### src/rtl/ptw_pkg.sv
package ptw_pkg;

    localparam int VA_W            = 64;
    localparam int VA_BITS         = 48;
    localparam int OA_W            = 48;
    localparam int DESC_W          = 64;
    localparam int PAGE_SHIFT      = 12;
    localparam int IDX_W           = 9;
    localparam int NUM_LVL         = 4;
    localparam int LVL_W           = $clog2(NUM_LVL);
    localparam int ENTRY_LOG2      = 3;
    localparam int MIN_BLOCK_LVL   = 1;
    localparam int LAST_LVL        = NUM_LVL - 1;

    typedef logic [VA_W-1:0]   va_t;
    typedef logic [OA_W-1:0]   oa_t;
    typedef logic [DESC_W-1:0] desc_t;
    typedef logic [LVL_W-1:0]  lvl_t;
    typedef logic [IDX_W-1:0]  idx_t;

    typedef enum logic [1:0] {
        CAUSE_NONE      = 2'd0,
        CAUSE_ADDR_SIZE = 2'd1,
        CAUSE_XLATE     = 2'd2
    } cause_e;

    typedef enum logic [1:0] {
        DEC_FAULT = 2'd0,
        DEC_LEAF  = 2'd1,
        DEC_NEXT  = 2'd2
    } dec_kind_e;

    typedef struct packed {
        dec_kind_e kind;
        oa_t       addr;
    } dec_t;

    typedef enum logic [1:0] {
        ST_IDLE  = 2'd0,
        ST_ISSUE = 2'd1,
        ST_WAIT  = 2'd2,
        ST_DONE  = 2'd3
    } st_e;

    // Bit position of the lowest VA bit that indexes the table at a level.
    function automatic int unsigned lvl_shift(input int unsigned lvl);
        return PAGE_SHIFT + IDX_W * (NUM_LVL - 1 - lvl);
    endfunction

    function automatic idx_t va_index(input va_t va, input lvl_t lvl);
        va_t s;
        s = va >> lvl_shift(int'(lvl));
        return s[IDX_W-1:0];
    endfunction

    function automatic oa_t entry_addr(input oa_t tbl, input idx_t idx);
        oa_t a;
        a = {tbl[OA_W-1:PAGE_SHIFT], {PAGE_SHIFT{1'b0}}};
        a = a | (oa_t'(idx) << ENTRY_LOG2);
        return a;
    endfunction

endpackage

### src/rtl/ptw_va_front.sv
module ptw_va_front
    import ptw_pkg::*;
(
    input  va_t  va,
    input  oa_t  base_lo,
    input  oa_t  base_hi,
    output logic canonical,
    output oa_t  root_tbl
);
    localparam int TOP_W = VA_W - VA_BITS;

    logic [TOP_W-1:0] top_bits;

    always_comb begin
        top_bits  = va[VA_W-1:VA_BITS];
        canonical = (top_bits == '0) || (top_bits == '1);
        root_tbl  = va[VA_W-1] ? base_hi : base_lo;
    end
endmodule

### src/rtl/ptw_desc_decode.sv
module ptw_desc_decode
    import ptw_pkg::*;
(
    input  desc_t desc,
    input  lvl_t  lvl,
    input  va_t   va,
    output dec_t  dec
);
    oa_t leaf_by_lvl [NUM_LVL];

    genvar g;
    generate
        for (g = 0; g < NUM_LVL; g++) begin : g_leaf
            localparam int  SH  = PAGE_SHIFT + IDX_W * (NUM_LVL - 1 - g);
            localparam oa_t LOW = oa_t'((64'd1 << SH) - 64'd1);
            assign leaf_by_lvl[g] = (desc[OA_W-1:0] & ~LOW) | (va[OA_W-1:0] & LOW);
        end
    endgenerate

    logic is_last;
    logic block_ok;

    always_comb begin
        is_last  = (lvl == lvl_t'(LAST_LVL));
        block_ok = (lvl >= lvl_t'(MIN_BLOCK_LVL)) && !is_last;
        dec.kind = DEC_FAULT;
        dec.addr = '0;
        if (desc[0]) begin
            if (desc[1]) begin
                if (is_last) begin
                    dec.kind = DEC_LEAF;
                    dec.addr = leaf_by_lvl[lvl];
                end else begin
                    dec.kind = DEC_NEXT;
                    dec.addr = {desc[OA_W-1:PAGE_SHIFT], {PAGE_SHIFT{1'b0}}};
                end
            end else if (block_ok) begin
                dec.kind = DEC_LEAF;
                dec.addr = leaf_by_lvl[lvl];
            end
        end
    end
endmodule

### src/rtl/pt_walker.sv
module pt_walker
    import ptw_pkg::*;
(
    input  logic                clk,
    input  logic                rst,
    input  logic                req_valid,
    output logic                req_ready,
    input  logic [VA_W-1:0]     req_va,
    input  logic [OA_W-1:0]     base_lo,
    input  logic [OA_W-1:0]     base_hi,
    output logic                mem_req_valid,
    output logic [OA_W-1:0]     mem_req_addr,
    input  logic                mem_rsp_valid,
    input  logic [DESC_W-1:0]   mem_rsp_data,
    output logic                res_valid,
    output logic [OA_W-1:0]     res_pa,
    output logic [LVL_W-1:0]    res_level,
    output logic                res_fault,
    output logic [1:0]          res_cause
);
    st_e    st;
    va_t    va_q;
    oa_t    tbl_q;
    lvl_t   lvl_q;
    oa_t    pa_q;
    lvl_t   res_lvl_q;
    cause_e cause_q;

    logic   canonical;
    oa_t    root_tbl;
    dec_t   dec;

    ptw_va_front u_front (
        .va        (req_va),
        .base_lo   (base_lo),
        .base_hi   (base_hi),
        .canonical (canonical),
        .root_tbl  (root_tbl)
    );

    ptw_desc_decode u_dec (
        .desc (mem_rsp_data),
        .lvl  (lvl_q),
        .va   (va_q),
        .dec  (dec)
    );

    always_ff @(posedge clk) begin
        if (rst) begin
            st        <= ST_IDLE;
            va_q      <= '0;
            tbl_q     <= '0;
            lvl_q     <= '0;
            pa_q      <= '0;
            res_lvl_q <= '0;
            cause_q   <= CAUSE_NONE;
        end else begin
            unique case (st)
                ST_IDLE: begin
                    if (req_valid) begin
                        va_q  <= req_va;
                        tbl_q <= root_tbl;
                        lvl_q <= '0;
                        if (!canonical) begin
                            cause_q   <= CAUSE_ADDR_SIZE;
                            pa_q      <= '0;
                            res_lvl_q <= '0;
                            st        <= ST_DONE;
                        end else begin
                            st <= ST_ISSUE;
                        end
                    end
                end
                ST_ISSUE: st <= ST_WAIT;
                ST_WAIT: begin
                    if (mem_rsp_valid) begin
                        unique case (dec.kind)
                            DEC_NEXT: begin
                                tbl_q <= dec.addr;
                                lvl_q <= lvl_q + lvl_t'(1);
                                st    <= ST_ISSUE;
                            end
                            DEC_LEAF: begin
                                cause_q   <= CAUSE_NONE;
                                pa_q      <= dec.addr;
                                res_lvl_q <= lvl_q;
                                st        <= ST_DONE;
                            end
                            default: begin
                                cause_q   <= CAUSE_XLATE;
                                pa_q      <= '0;
                                res_lvl_q <= lvl_q;
                                st        <= ST_DONE;
                            end
                        endcase
                    end
                end
                ST_DONE: st <= ST_IDLE;
                default: st <= ST_IDLE;
            endcase
        end
    end

    always_comb begin
        req_ready     = (st == ST_IDLE);
        mem_req_valid = (st == ST_ISSUE);
        mem_req_addr  = entry_addr(tbl_q, va_index(va_q, lvl_q));
        res_valid     = (st == ST_DONE);
        res_pa        = pa_q;
        res_level     = res_lvl_q;
        res_cause     = cause_q;
        res_fault     = (cause_q != CAUSE_NONE);
    end

    // Reads issued in the current walk, kept for the checks below.
    logic [2:0] rd_cnt;
    always_ff @(posedge clk) begin
        if (rst)                         rd_cnt <= '0;
        else if (req_valid && req_ready) rd_cnt <= '0;
        else if (mem_req_valid)          rd_cnt <= rd_cnt + 3'd1;
    end

    assert_busy_after_accept_R1: assert property (@(posedge clk) disable iff (rst)
        (req_valid && req_ready) |=> !req_ready);

    assert_noncanon_fault_R2: assert property (@(posedge clk) disable iff (rst)
        (req_valid && req_ready && !canonical) |=>
            (res_valid && res_fault && res_cause == CAUSE_ADDR_SIZE
             && res_level == '0 && !mem_req_valid));

    assert_read_pulse_R9: assert property (@(posedge clk) disable iff (rst)
        mem_req_valid |=> !mem_req_valid);

    assert_read_budget_R9: assert property (@(posedge clk) disable iff (rst)
        mem_req_valid |-> (rd_cnt < 3'(NUM_LVL)));

    assert_reads_match_level_R9: assert property (@(posedge clk) disable iff (rst)
        (res_valid && !res_fault) |-> (rd_cnt == 3'(res_level) + 3'd1));

    assert_leaf_not_l0_R6: assert property (@(posedge clk) disable iff (rst)
        (res_valid && !res_fault) |-> (res_level != '0));

    assert_result_pulse_R10: assert property (@(posedge clk) disable iff (rst)
        res_valid |=> !res_valid);

    assert_fault_pa_zero_R10: assert property (@(posedge clk) disable iff (rst)
        (res_valid && res_fault) |-> (res_pa == '0));
endmodule

### config.mk
export PLATFORM = sky130hd
export DESIGN_NAME = pt_walker
export DESIGN_NICKNAME = d
export VERILOG_FILES = /design/src/rtl/ptw_pkg.sv /design/src/rtl/ptw_va_front.sv /design/src/rtl/ptw_desc_decode.sv /design/src/rtl/pt_walker.sv
export SDC_FILE = /design/constraint.sdc
export NUM_CORES = 1
export LEC_CHECK = 0
export BUFFER_PORTS_ARGS = -buffer_cell sky130_fd_sc_hd__buf_2
export CORE_ASPECT_RATIO = 0.6
export CORE_MARGIN = 4
export CORE_UTILIZATION = 50
export CTS_CLUSTER_DIAMETER = 100
export CTS_CLUSTER_SIZE = 10
export DETAILED_ROUTE_END_ITERATION = 7
export PLACE_DENSITY_LB_ADDON = 0.25
export SKIP_CTS_REPAIR_TIMING = 1
export SYNTH_ARGS = -nofsm -noshare
export SYNTH_HDL_FRONTEND = slang
export SYNTH_SLANG_ARGS = --single-unit
### constraint.sdc
create_clock -name clk -period 3.6 [get_ports clk]
set_clock_uncertainty 0.1 [all_clocks]
set_input_delay 0.9 -clock clk [delete_from_list [all_inputs] [get_ports clk]]
set_output_delay 0.9 -clock clk [all_outputs]
set_load 0.01 [all_outputs]
# Word level (Yosys, flattened, before mapping)
# Cells that the tools add are included.
# word_totals
register_bits,168
elab_cells,79
out_inout_bits,104
input_bits,228
# classes
n_eq_ne,12
shift,1
n_bitwise,6
n_lt_le_gt_ge,2
n_mul,1
n_mux,36
n_reduce_logical,11
add_sub_neg,3
# op_table
op,n
two-way mux 48 bit,9
case mux 48 bit (2 select lines),3
two-way mux 50 bit,3
binary-select mux 48 bit (select 2 bit),1
bitwise OR 48 x 12 -> 48 bit,2
>> shifter 64 x 32 -> 9 bit,1
two-way mux 49 bit,1
bitwise OR 48 x 21 -> 48 bit,1
bitwise OR 48 x 30 -> 48 bit,1
bitwise OR 48 x 39 -> 48 bit,1
two-way mux 2 bit,14
== test 16 bit (second input constant),1
logical NOT 16 bit,1
case mux 2 bit (2 select lines),4
inequality test 2 bit (second input constant),5
adder 5 x 8 -> 9 bit (first input constant),1
== test 2 bit (second input constant),4
multiplier 5 x 3 -> 8 bit (first input constant),1
case mux 2 bit (4 select lines),1
AND reduction 5 bit,1
== test 2 x 1 -> 1 bit (second input constant),2
AND reduction 2 bit,2
AND reduction 4 bit,1
nonzero test 2 bit,2
9 further kinds,9

# Logic depth before layout (Yosys ltp)
# Gate-level depths: netlist of the first run.
# depth
ltp_word,11
mapped_depth,11
ltp_nobuf,6

# Hierarchy
# A second synthesis of the first run with hierarchy kept.
# hier_totals
cells_unflattened,1039
hier_area_um2,8892.3
# by_module_without_submodules
module,cells_per_inst,seq_area_each_um2,area_each_um2,n_inst
pt_walker,845,3123.0,7297.0,1
ptw_desc_decode,129,0.0,942.2,1
ptw_va_front,65,0.0,653.1,1

# Least setup slack after synthesis of the first run
# OpenSTA, ideal clock, no wires.
# synth_timing
kind,reg-to-output
startpoint,register lvl_q[0]
endpoint,output mem_req_addr[10]
n_path_buf,5
path_slack_ns,0.448
arrival_time_ns,2.152
stages_incl_launch_ff,12
path_cell_list,dfxtp_1 -> buf_2 -> buf_4 -> inv_1 -> clkbuf_1 -> ha_1 -> clkbuf_1 -> inv_1 -> clkbuf_1 -> and2_1 -> a211oi_1 -> a21oi_1
# synth_via
elab_chain_len,5
# synth_rtl
element,line,rtl
from (decl),pt_walker.sv:24,lvl_t lvl_q;
from (signal assigned),pt_walker.sv:80,lvl_q <= lvl_q + lvl_t'(1);
subtractor 2 x 2 -> 3 bit,ptw_pkg.sv:47,return PAGE_SHIFT + IDX_W * (NUM_LVL - 1 - lvl);
multiplier 5 x 3 -> 8 bit,ptw_pkg.sv:47,
adder 5 x 8 -> 9 bit,ptw_pkg.sv:47,
>> shifter 64 x 32 -> 9 bit,ptw_pkg.sv:52,s = va >> lvl_shift(int'(lvl));
bitwise OR 48 x 12 -> 48 bit,ptw_pkg.sv:59,a = a | (oa_t'(idx) << ENTRY_LOG2);
to (decl),pt_walker.sv:12,"output logic [OA_W-1:0] mem_req_addr,"
# No other way between the ends.

# Worst setup path after layout of the first run
# layout_timing
startpoint,register lvl_q[1]
endpoint,output mem_req_addr[4]
# The elaborated chain is that of the path after synthesis.

==> metrics.txt, run 1 <==
status finished clean; Clock Path Buffers 2; WP data arrival 2380 ps; largest net degree at the start of global routing 97; count of unique library cells instantiated by Yosys 49; crit path buf inv count 3; Starting Density 0.5206; critical path class register to output port; Reg clk slew, reported paths 80 ps; FMAX 296.0 MHz; Synthesis Warnings 0; P_sw 1.397 mW; routability congestion estimate 0.9149; Final setup viols 0; worst-skew pair later-pin latency 410 ps; total gr overflow 0; Die Wd 177.4 um; Crit-path slowest cell mux4_2; average via count per standard cell 5.916; final worst path period need 3379 ps; Num Clock Sinks 156; DR DRC count 0; first drt pass iteration count 5; part of the power in combinational logic 0.169; DP Worst Slack 496.4 ps; ys async rst share 0; placed instance count 1449; Startpoint Class register; sequential cell area fraction in the yosys report 0.3629; Reg2Reg Depth 7; clk root buf clkbuf_16; vias in the first global route 8060; top_reg_cell synth dfxtp_1; Pins Over Slew Limit 0; Die ar. 19440 sq um; Worst EP required 2600 ps; Antenna Cells 0; IR drop worst, VDD 0.3088 mV; Relative slew margins 0.3024; layout cell share with drive strength beyond 1 0.3208; RSZ-0062 raised after global routing no; DP Wirelength 20.36 mm; H-tree Lvls 4; number of flops mapped to enable cells by yosys 0; All-Layer GR Usage 0.2814; Die Y 109.6 um; maxcap violations 0; CP endpoint kind output port; area of the core 16530 sq um; Area contributors post-synth dfxtp_1 36%, nand2_1 9.2%, mux4_2 8.1%; Final Hold Viols 0; first-pass GRT wire length 43.28 mm; HP Class register to register; setup ws final 221.1 ps; flop and latch count out of synthesis 156; P_leak 4.451 nW; clock share of power 0.414; setup tns final 0 ps; CP Depth 5; initial antenna violation count 0; CTS Buf Count 17; CTS tree built; top cell type's share of synthesized area 0.3629; largest area contributor in the netlist dfxtp_1; Slew @ Worst Pin 1042 ps; Crit path largest cell delay 570 ps; Crit path max-delay family buffers and inverters; part of the power in registers 0.418; Synth Instances 1027; Initial DRC Count 919; Net count, final 1470; Pint 3.222 mW; drt wl/cell 19.20 um; Final period util 0.9386; I/O Buffers 278; IO Pins 332; hold-critical path depth 2; synthesis-to-finish area growth 23.79%; row count 36; CP max FO 20; antenna viol nets, final 0; CP Cell Sequence inv_1 -> ha_1 -> inv_1 -> mux4_2 -> buf_2; via count 8761; Crit path top cell by count inv_1; Syn Area/Cell 8.380 sq um; Routed WL 28.43 mm; Sw Ratio 0.3025; final std cells w/o fill 1481; power density over the cells 433.7 nW/um^2; Mapped Area 8606 sq um
-- flip-flops by register name, summed over array words and instances (netlist names) --
name,flops
lvl_q,2
va_q,64
res_level,2
tbl_q,36
res_pa,48
res_cause,2
st,2
-- per-stage QoR --
stage	utilization	hold WS [ps]	instance area, sq um	total power, mW
global route	0.6444	391.2	10650	4.801
finish	0.6444	359.6	10650	4.620
CTS	0.6443	361.0	10650	4.636
detailed placement	0.6067	349.1	10030	2.743
global placement	0.6067	346.2	10030	2.725
floorplan	-	335.7	8613	2.417
-- tightest hold or removal path: cells and delay by family, from the launching register on --
kind               cells  cell delay, ps
AOI/OAI and AO/OA      1              50
DFF                    1             310
and+or+nand+nor        1              50
-- Yosys cell counts, drive strengths merged (2+ instances only) --
master / n
nand2: 211
dfxtp: 156
a21oi: 91
o211ai: 75
clkbuf: 67
nor2: 56
o21bai: 48
buf: 39
o21ai: 33
mux4: 31
a311oi: 30
mux2: 28
nand3: 23
a21boi: 18
and3: 18
mux2i: 18
a211oi: 14
and4: 9
o31a: 9
and2: 6
nor2b: 6
nand2b: 5
nand4: 5
nor4: 5
inv: 4
a31oi: 2
ha: 2
nand3b: 2
nand4b: 2
nor3: 2
-- layer usage --
layer | vias up | track usage | share of wire
met3 | 28 | 0.07354 | 0.11
met5 | - | 0 | 0
met1 | 4091 | 0.3954 | 0.44
li1 | 4175 | - | -
met2 | 467 | 0.4405 | 0.44
met4 | 0 | 0.06122 | 0.013
-- power by group through the flow --
| stage | combinational (mW) | clock, mW | sequential (mW) |
|---|---|---|---|
| 6_report | 0.780 | 1.91 | 1.93 |
| 5_1_grt | 0.859 | 2.00 | 1.94 |
| 4_1_cts | 0.783 | 1.93 | 1.93 |
| 3_5_place_dp | 0.779 | 0 | 1.96 |
| 3_3_place_gp | 0.765 | 0 | 1.96 |
| 2_1_floorplan | 0.468 | 0 | 1.95 |
-- layout by cell type, fill, tap and decap left out, types with 23 or more instances in the layout --
cell and count:
nand3_1 23, o21bai_1 48, o21ai_0 28, nand2_1 211, mux2_2 28, mux4_2 31, a21oi_1 91, buf_2 277
a311oi_1 29, nor2_1 55, dfxtp_1 153, o211ai_1 75
-- area by class of cell --
type	count	area, sq um
timing repair buffer	298	1582
tap	228	285.3
fill	1473	5878
clock buffer	17	425.4
multi-input combinational	762	5017
clock inverter	15	195.2
sequential	156	3129
inverter	5	18.77
-- cell families (layout without fill, tap and decap cells) --
kind of cell / Yosys count / after routing / synth area share
AOI/OAI and AO/OA: 326 / 326 / 0.2550
adders and majority gates: 2 / 2 / 0.002907
buffers and inverters: 111 / 335 / 0.05903
DFF: 156 / 156 / 0.3629
muxes: 77 / 77 / 0.1387
other: 1 / 3 / 0.0004358
and+or+nand+nor: 354 / 354 / 0.1810
-- path summary, 6_finish.rpt --
| path | from | end | slack, ps |
|---|---|---|---|
| setup / recovery | lvl_q[1]$_SDFFE_PP0P_ | mem_req_addr[4] | 220 |
| hold / removal | va_q[3]$_SDFFE_PP0P_ | va_q[3]$_SDFFE_PP0P_ | 360 |
| setup reg to reg | lvl_q[0]$_SDFFE_PP0P_ | tbl_q[38]$_SDFFE_PP0P_ | 690 |
| hold reg to reg | va_q[3]$_SDFFE_PP0P_ | va_q[3]$_SDFFE_PP0P_ | 360 |
Note: power is estimated with default switching activity, not from simulation.
==> run 2: changes to the inputs <==
==> constraint.sdc (replaced) <==
create_clock -name clk -period 3.2 [get_ports clk]
set_clock_uncertainty 0.1 [all_clocks]
set_input_delay 0.8 -clock clk [delete_from_list [all_inputs] [get_ports clk]]
set_output_delay 0.8 -clock clk [all_outputs]
set_load 0.01 [all_outputs]
==> run 2 against run 1 <==
Against the previous run:
- count of clock-buffer cells in the layout stayed put
- critical path depth rose by 1
- final cell count grew 0.68%
- highest routed layer unchanged
- largest cell class unchanged
- non-clock buffer count increased by 10
- via count is 0.15% higher
- first-iteration DRC count fell by 20%
- clock power is 13% higher
- design area up 1.2%
- routed wire length is 1.6% higher
- global-route usage grew 0.49 points
==> metrics.txt, run 2 (same netlist as run 1, synthesis figures left out) <==
max reg flops 64 (unchanged); clk root buf clkbuf_16 (unchanged); first-pass GRT wire length 43.93 mm (was 43.28 mm); DP Worst Slack 437.9 ps (was 496.4 ps); critical path class register to output port (unchanged); initial antenna violation count 0 (unchanged); antenna viol nets, final 0 (unchanged); Routed WL 28.88 mm (was 28.43 mm); hold_ws 360.9 ps (was 359.6 ps); Starting Density 0.5206 (unchanged); IR drop worst, VDD 0.3825 mV (was 0.3088 mV); total chip power 5.211 mW (was 4.620 mW); P_leak 4.499 nW (was 4.451 nW); post-route cell area 10780 sq um (was 10650 sq um); status finished clean (unchanged); All-Layer GR Usage 0.2863 (was 0.2814); FMAX 326.1 MHz; maxcap violations 0 (unchanged); CP max FO 17 (was 20); Net count, final 1480 (was 1470); IO Pins 332 (unchanged); worst-skew pair later-pin latency 420 ps (was 410 ps); placed cell area 10060 sq um (was 10030 sq um); Final period util 0.9583; Startpoint Class register (unchanged); DP Wirelength 20.49 mm (was 20.36 mm); Worst R2R Start lvl_q[0]$_SDFFE_PP0P_ (unchanged); final worst path period need 3067 ps; vias in the first global route 7990 (was 8060); first drt pass iteration count 6 (was 5); Die ar. 19440 sq um (unchanged); Die Y 109.6 um (unchanged); total gr overflow 0 (unchanged); area of the core 16530 sq um (unchanged); row count 36 (unchanged); Num Clock Sinks 156 (unchanged); Final Hold Viols 0 (unchanged); HP Class register to register (unchanged); hold-critical path depth 2 (unchanged); Antenna Cells 0 (unchanged); most frequent cells in the layout 277 x buf_2, 211 x nand2_1, 153 x dfxtp_1 (unchanged); H-tree Lvls 4 (unchanged); largest net degree at the start of global routing 97 (unchanged); synthesis-to-finish area growth 25.25% (was 23.79%); fillers 1478 (was 1473); Reg clk slew, reported paths 80 ps (about the same); Worst EP required 2300 ps (was 2600 ps); via count 8774 (was 8761); Top reg by flops va_q (unchanged); DR DRC count 0 (unchanged); average via count per standard cell 5.885 (was 5.916); WP data arrival 2170 ps (was 2380 ps); power density over the cells 483.4 nW/um^2 (was 433.7 nW/um^2); layout cell share with drive strength beyond 1 0.3278 (was 0.3208); I/O Buffers 278 (unchanged); CTS Buf Count 17 (unchanged); setup tns final 0 ps (unchanged); CTS tree built (unchanged); setup ws final 133.5 ps (was 221.1 ps); drt wl/cell 19.37 um (was 19.20 um); Relative slew margins 0.3405 (was 0.3024); Slew @ Worst Pin 989.3 ps (was 1042 ps); Initial DRC Count 737 (was 919); RSZ-0062 raised after global routing no (unchanged); CP endpoint kind output port (unchanged); Final setup viols 0 (unchanged); R2R setup slack 480 ps (was 690 ps); commonest non-fill, non-tap cell in the layout buf_2 (unchanged); Clock Path Buffers 2 (unchanged); routability congestion estimate 0.8991 (was 0.9149); Die Wd 177.4 um (unchanged); Worst Min Path Start va_q[0]$_SDFFE_PP0P_ (was va_q[3]$_SDFFE_PP0P_); Reg2Reg Depth 8 (was 7); Pins Over Slew Limit 0 (unchanged); Reg2Reg Capture Point res_pa[14]$_SDFFE_PP0P_ (was tbl_q[38]$_SDFFE_PP0P_); hold endpoint va_q[0]$_SDFFE_PP0P_ (was va_q[3]$_SDFFE_PP0P_)
[run 2: worst max path at each step]
stage	end	cells past startpoint	from
floorplan	mem_req_addr[10]	11	lvl_q[0]$_SDFFE_PP0P_
global placement	mem_req_addr[6]	4	lvl_q[0]$_SDFFE_PP0P_
detailed placement	mem_req_addr[5]	4	lvl_q[0]$_SDFFE_PP0P_
CTS	mem_req_addr[8]	6	lvl_q[0]$_SDFFE_PP0P_
global route	mem_req_addr[10]	6	lvl_q[0]$_SDFFE_PP0P_
finish	mem_req_addr[8]	6	lvl_q[0]$_SDFFE_PP0P_
[run 2: area by class of cell]
| cell class | instances | area (sq um) | share of cell area |
|---|---|---|---|
| Clock buffer | 17 | 425.4 | 0.03947 |
| Clock inverter | 15 | 198.9 | 0.01846 |
| Inverter | 5 | 22.52 | 0.002089 |
| Multi-Input combinational cell | 762 | 5020 | 0.4657 |
| Sequential cell | 156 | 3129 | 0.2903 |
| Tap cell | 228 | 285.3 | 0.02647 |
| Timing Repair Buffer | 308 | 1698 | 0.1575 |
[run 2: critical path, stage by stage (launching register included)]
cell and delay (ps):
dfxtp_4 390, buf_12 170, mux4_2 530, and2_1 210, a211oi_1 240, a21oi_1 70
buf_2 150
[run 2: layer usage]
metal	GRT usage	up-vias	part of all wire
li1	-	4199	-
met1	0.4101	4097	0.44
met2	0.4421	448	0.44
met3	0.06976	30	0.10
met4	0.06178	0	0.011
met5	0	-	0
[run 2: power breakdown]
part / leakage, nW / internal (mW) / switching [mW] / total, mW
Combinational: 2.93 / 0.376 / 0.515 / 0.891
Sequential: 1.28 / 2.06 / 0.112 / 2.17
Clock: 0.298 / 1.20 / 0.952 / 2.15
[run 2: per-stage QoR]
step                      utilization  cells
after CTS                      0.6466   1484
after global routing           0.6521   1491
after global placement         0.6088   1452
after detailed placement       0.6088   1452
after floorplan                     -   1029
final                          0.6521   1491
